File: src/rtl/lt_bist_pkg.sv
package lt_bist_pkg;

    typedef enum logic [1:0] {
        PH_BASE = 2'd0,
        PH_MIX  = 2'd1,
        PH_FILL = 2'd2
    } phase_e;

    typedef struct packed {
        logic   emit;
        logic   up_we;
        logic   lo_we;
        logic   adv;
        phase_e ph;
    } ctrl_t;

endpackage

File: src/rtl/lt_glfsr_core.sv
module lt_glfsr_core #(
    parameter int unsigned     N         = 16,
    parameter logic [N-1:0]    TAPS      = 16'hB400,
    parameter int unsigned     SHIFTS    = 2,
    parameter logic [N-1:0]    SEED_INIT = 16'hACE1
) (
    input  logic         clk,
    input  logic         rst,
    input  logic         load,
    input  logic [N-1:0] seed,
    input  logic         adv,
    output logic [N-1:0] cur,
    output logic [N-1:0] nxt
);
    logic [N-1:0] state_q;

    always_comb begin
        logic [N-1:0] acc;
        acc = state_q;
        for (int i = 0; i < int'(SHIFTS); i++) begin
            acc = {1'b0, acc[N-1:1]} ^ (acc[0] ? TAPS : '0);
        end
        nxt = acc;
    end

    always_ff @(posedge clk) begin
        if (rst) begin
            state_q <= SEED_INIT;
        end else if (load) begin
            state_q <= (seed == '0) ? SEED_INIT : seed;
        end else if (adv) begin
            state_q <= nxt;
        end
    end

    assign cur = state_q;
endmodule

File: src/rtl/lt_phase_ctrl.sv
module lt_phase_ctrl
    import lt_bist_pkg::*;
#(
    parameter int unsigned PAT_COUNT = 64
) (
    input  logic  clk,
    input  logic  rst,
    input  logic  en,
    input  logic  load,
    input  logic  ins_mode,
    output ctrl_t ctrl,
    output logic  done
);
    localparam int unsigned CW = $clog2(PAT_COUNT + 1);

    phase_e        phase_q;
    logic [CW-1:0] cnt_q;
    logic          done_q;
    logic          first_q;
    phase_e        phase_d;
    logic          emit;

    assign emit = en && !done_q && !load;

    always_comb begin
        phase_d = phase_q;
        unique case (phase_q)
            PH_BASE: phase_d = PH_MIX;
            PH_MIX:  phase_d = ins_mode ? PH_FILL : PH_BASE;
            PH_FILL: phase_d = PH_BASE;
            default: phase_d = PH_BASE;
        endcase
    end

    always_comb begin
        ctrl.emit  = emit;
        ctrl.ph    = phase_q;
        ctrl.up_we = emit && (phase_q == PH_BASE || phase_q == PH_FILL);
        ctrl.lo_we = emit && (phase_q == PH_MIX || (phase_q == PH_BASE && first_q));
        ctrl.adv   = emit && ((phase_q == PH_MIX && !ins_mode) || phase_q == PH_FILL);
    end

    always_ff @(posedge clk) begin
        if (rst) begin
            phase_q <= PH_BASE;
            cnt_q   <= '0;
            done_q  <= 1'b0;
            first_q <= 1'b1;
        end else if (load) begin
            phase_q <= PH_BASE;
            first_q <= 1'b1;
        end else if (emit) begin
            phase_q <= phase_d;
            first_q <= 1'b0;
            cnt_q   <= cnt_q + 1'b1;
            if (cnt_q == CW'(PAT_COUNT - 1)) begin
                done_q <= 1'b1;
            end
        end
    end

    assign done = done_q;
endmodule

File: src/rtl/lt_half_lanes.sv
module lt_half_lanes
    import lt_bist_pkg::*;
#(
    parameter int unsigned N = 16
) (
    input  logic         clk,
    input  logic         rst,
    input  ctrl_t        ctrl,
    input  logic [N-1:0] cur,
    input  logic [N-1:0] nxt,
    input  logic         ins_bit,
    output logic [N-1:0] vec,
    output logic         vec_valid
);
    localparam int unsigned H = N / 2;

    for (genvar h = 0; h < 2; h++) begin : g_lane
        logic [H-1:0] q;
        logic [H-1:0] d;
        logic         we;

        if (h == 1) begin : g_up
            always_comb begin
                d  = (ctrl.ph == PH_FILL) ? {H{ins_bit}} : cur[N-1:H];
                we = ctrl.up_we;
            end
        end else begin : g_lo
            always_comb begin
                d  = (ctrl.ph == PH_MIX) ? nxt[H-1:0] : cur[H-1:0];
                we = ctrl.lo_we;
            end
        end

        always_ff @(posedge clk) begin
            if (rst) begin
                q <= '0;
            end else if (we) begin
                q <= d;
            end
        end
    end

    always_ff @(posedge clk) begin
        if (rst) begin
            vec_valid <= 1'b0;
        end else begin
            vec_valid <= ctrl.emit;
        end
    end

    assign vec = {g_lane[1].q, g_lane[0].q};
endmodule

File: src/rtl/lt_bist_tpg.sv
module lt_bist_tpg
    import lt_bist_pkg::*;
#(
    parameter int unsigned  N         = 16,
    parameter logic [N-1:0] TAPS      = 16'hB400,
    parameter int unsigned  SHIFTS    = 2,
    parameter logic [N-1:0] SEED_INIT = 16'hACE1,
    parameter int unsigned  PAT_COUNT = 64
) (
    input  logic         clk,
    input  logic         rst,
    input  logic         en,
    input  logic         seed_load,
    input  logic [N-1:0] seed,
    input  logic         ins_mode,
    input  logic         ins_bit,
    output logic [N-1:0] vec,
    output logic         vec_valid,
    output logic         done
);
    ctrl_t        ctrl;
    logic [N-1:0] cur;
    logic [N-1:0] nxt;

    lt_glfsr_core #(
        .N(N), .TAPS(TAPS), .SHIFTS(SHIFTS), .SEED_INIT(SEED_INIT)
    ) i_core (
        .clk(clk), .rst(rst), .load(seed_load), .seed(seed),
        .adv(ctrl.adv), .cur(cur), .nxt(nxt)
    );

    lt_phase_ctrl #(
        .PAT_COUNT(PAT_COUNT)
    ) i_ctrl (
        .clk(clk), .rst(rst), .en(en), .load(seed_load),
        .ins_mode(ins_mode), .ctrl(ctrl), .done(done)
    );

    lt_half_lanes #(
        .N(N)
    ) i_lanes (
        .clk(clk), .rst(rst), .ctrl(ctrl), .cur(cur), .nxt(nxt),
        .ins_bit(ins_bit), .vec(vec), .vec_valid(vec_valid)
    );
endmodule

File: config.mk
export PLATFORM = sky130hd
export DESIGN_NAME = lt_bist_tpg
export DESIGN_NICKNAME = d
export VERILOG_FILES = /design/src/rtl/lt_bist_pkg.sv /design/src/rtl/lt_glfsr_core.sv /design/src/rtl/lt_phase_ctrl.sv /design/src/rtl/lt_half_lanes.sv /design/src/rtl/lt_bist_tpg.sv
export SDC_FILE = /design/constraint.sdc
export NUM_CORES = 1
export LEC_CHECK = 0
export ABC_AREA = 1
export CAP_MARGIN = 40
export CORE_MARGIN = 2
export CORE_UTILIZATION = 40
export CTS_CLUSTER_DIAMETER = 30
export CTS_CLUSTER_SIZE = 20
export DETAILED_ROUTE_END_ITERATION = 12
export PLACE_DENSITY = 0.66
export SYNTH_ARGS = -nofsm -noshare
export SYNTH_HDL_FRONTEND = slang
export SYNTH_SLANG_ARGS = --single-unit
File: constraint.sdc
create_clock -name clk -period 1.9 [get_ports clk]
set_input_delay 0.57 -clock clk [delete_from_list [all_inputs] [get_ports clk]]
set_output_delay 0.57 -clock clk [all_outputs]
set_load 0.02 [all_outputs]
==> run metrics <==
Layout Cells excl Fill=487; Nets=438; most frequent cell after synthesis=nand2_1; power per cell area=a little under 700 mW/mm^2; CP max stage cell=clkdlybuf4s50_1; CTS Buf Count=5; final setup TNS=0 ns; CTS tree=yes; endpoint type of the worst setup path=output pin; vias per cell=about 4.7; CP Data Required Time=1.33 ns; routability-driven placement congestion ratio=between 0.8 and 0.9; CP Class=register to output pin; Die W=slightly below 80 um; fillcell total=roughly 580; crit-path max FO=2; Worst path max stage delay=0.60 ns; largest net degree at the start of global routing=36; initial antenna violation count=0; dpl hpwl=3890 um; global route overflow=0; Remaining DRCs=0; status=finished clean; Post-CTS Hold Buffers=0; Post-synth top flop=dfxtp_1; Setup WS pre-CTS=-0.0761 ns; port bufs=39; drt pass-1 iters=4; Yosys top cell by area=dfxtp_1; worst r2r path cells=4; diode count=0; final critical-path required period=1.82 ns; worst vdd ir=between 0.4 and 0.5 mV; top post-synthesis cells by count=nand2_1 (101), nor2_1 (74), dfxtp_1 (44); ANT nets after route=0; Combinational Power Share=between 20% and 30%; GRT Util Overall=18.2%; DR iter-0 viols=around 130; CP top delay family=buffers and inverters; mapped cell area=0.00224 sq mm; setup slack, reg-to-reg=0.55 ns; Util after Layout=between 50 and 60%; proportion of layout cells with a drive suffix above 1=under 10%; Initial Util=between 40% and 50%; Leak=1.39 nW; CP endpoint=vec[8]; slew margin rel.=around three fifths; overall power=0.00199 W; FP Rows=27; DR WL/cell=10.9 um; Hold Vio Cnt, Final=0; Worst-Skew Late Latency=about 0.30 ns; PostCTS Resize Cnt=0; r2r endpoint=i_lanes.g_lane[0].q[4]$_SDFFE_PP0P_; Core Footprint=between 0.005 and 0.006 sq mm; switching pwr=0.000572 W; sequential power share=between 50% and 60%; Yosys top cell area share=about two fifths; post-synth cell types=21; via count=around 2300; area grow syn2layout=30.0%; syn_nets=just under 400; number of max-cap violations=0; Max clock buf depth=2; setup ws final=~0.085 ns; synth warn=0; HP Class=register to register; Clock Sink Count=44; sw frac=approximately 29%; Buf+Inv Stages, Crit Path=1; sequential element share of the synthesized area=about two fifths; worst clock skew=roughly 0.0055 ns; Stages on worst setup path=1; Pint=about 0.0014 W; final setup violating endpoints=0; H-tree levels=2; RSZ-0062 raised after global routing=false; EDFF count, synth=0; # IOs=40; clock network fraction of design power=28.5%; Hold Crit Depth=2; DRT Wirelength=about 5300 um; #FFs+latches synth=44; top cells by area, synth=dfxtp_1 (39%), nand2_1 (17%), nor2_1 (12%); placed insts=480; Clock Pin Slew Worst Setup and Hold Paths=about 0.080 ns; crit path DAT=approximately 1.3 ns; async set or reset register ratio after synthesis=0%; achievable frequency=551 MHz; worst-margin pin slew=0.610 ns; final worst-path cycle share=95.5%; Syn Inst Count=364; CP cell instances=clkdlybuf4s50_1; crit path from=i_lanes.g_lane[1].q[0]$_SDFFE_PP0P_; die area=about 0.0062 sq mm; Post-Syn Area per Cell=around 6.1 sq um; root buffer cell=clkbuf_8; Crit Reg-Reg Startpoint=i_ctrl.phase_q[0]$_SDFFE_PP0P_; fin. max-slew vios=0; startpoint types=register; die span in y=~79 um; vias in the first global route=slightly above 2000; global-route wire length before repair=between 9000 and 10000 um; Setup Buffers After CTS=0
## state kept, by name (all words and copies together) (netlist names)
| register | cells |
|---|---|
| i_lanes.g_lane.q | 16 |
| i_ctrl.first_q | 1 |
| i_core.cur | 16 |
| i_ctrl.cnt_q | 7 |
| i_ctrl.done | 1 |
| i_ctrl.phase_q | 2 |
| i_lanes.vec_valid | 1 |
## final cells by class
class | count | area (sq um) | area share, %
well taps | 72 | 90.1 | 3.10
inverters | 45 | 169 | 5.81
clock inverters | 1 | 5.00 | 0.172
clock buffers | 6 | 72.6 | 2.50
multi-input cells | 264 | 1140 | 39.3
repair buffers | 55 | 548 | 18.9
flip-flops and latches | 44 | 881 | 30.3
## power groups by stage
stage / sequential, W / combinational, W / clock [W]
final: 0.00101 / 0.000415 / 0.000567
after CTS: 0.00101 / 0.000417 / 0.000582
after global placement: 0.00103 / 0.000411 / 0
after global routing: 0.00102 / 0.000469 / 0.000622
after detailed placement: 0.00103 / 0.000414 / 0
after floorplan: 0.00106 / 0.000207 / 0
## cell usage in the layout, fill, tap and decap left out, drive strengths merged, types with 2 or more instances in the layout
cell	synthesis	routed
clkbuf	7	6
clkinv	1	2
nor2	74	74
dfxtp	44	44
inv	44	44
buf	4	16
o21ai	35	35
a21oi	12	12
nand3	32	32
nor3	2	2
nand2	103	103
clkdlybuf4s50	0	39
## tightest hold or removal path, stage by stage (launching register included)
cell and delay, ns:
dfxtp_1 0.32, nand2_1 0.06, nand2_1 0.04
## kinds of logic (layout without fill, tap and decap cells)
group	count (synthesis)	after routing	share of synthesized area, %
buffers and inverters	56	107	9.57
xor gates and xnor gates	1	1	0.392
DFF	44	44	39.4
AOI/OAI and AO/OA	49	49	11.4
adders and majority gates	1	1	0.560
and+or+nand+nor	213	213	38.7
## worst min-delay path by stage
stage                                      start                      endpoint  slack (ns)
global route        i_ctrl.cnt_q[6]$_SDFFE_PP0P_  i_ctrl.cnt_q[6]$_SDFFE_PP0P_        0.49
finish               i_ctrl.first_q$_SDFFE_PP1P_   i_ctrl.first_q$_SDFFE_PP1P_        0.46
global placement     i_ctrl.first_q$_SDFFE_PP1P_   i_ctrl.first_q$_SDFFE_PP1P_        0.45
floorplan           i_ctrl.cnt_q[6]$_SDFFE_PP0P_  i_ctrl.cnt_q[6]$_SDFFE_PP0P_        0.43
detailed placement   i_ctrl.first_q$_SDFFE_PP1P_   i_ctrl.first_q$_SDFFE_PP1P_        0.45
CTS                  i_ctrl.first_q$_SDFFE_PP1P_   i_ctrl.first_q$_SDFFE_PP1P_        0.46
## layer usage
| layer | wire, um | up-vias | GRT usage, % |
|---|---|---|---|
| li1 | - | 1231 | - |
| met2 | 2290 | 52 | 27.5 |
| met1 | 2630 | 981 | 24.8 |
| met3 | 249 | 10 | 4.32 |
| met4 | 119 | 0 | 8.07 |
| met5 | 0 | - | 0 |
## per-stage QoR
| step | area, sq um | hold WS (ns) |
|---|---|---|
| floorplan | 2240 | 0.434 |
| global placement | 2830 | 0.451 |
| detailed placement | 2830 | 0.453 |
| CTS | 2910 | 0.464 |
| global route | 2910 | 0.489 |
| finish | 2910 | 0.460 |
No activity file was read; power rests on OpenSTA's default activity.
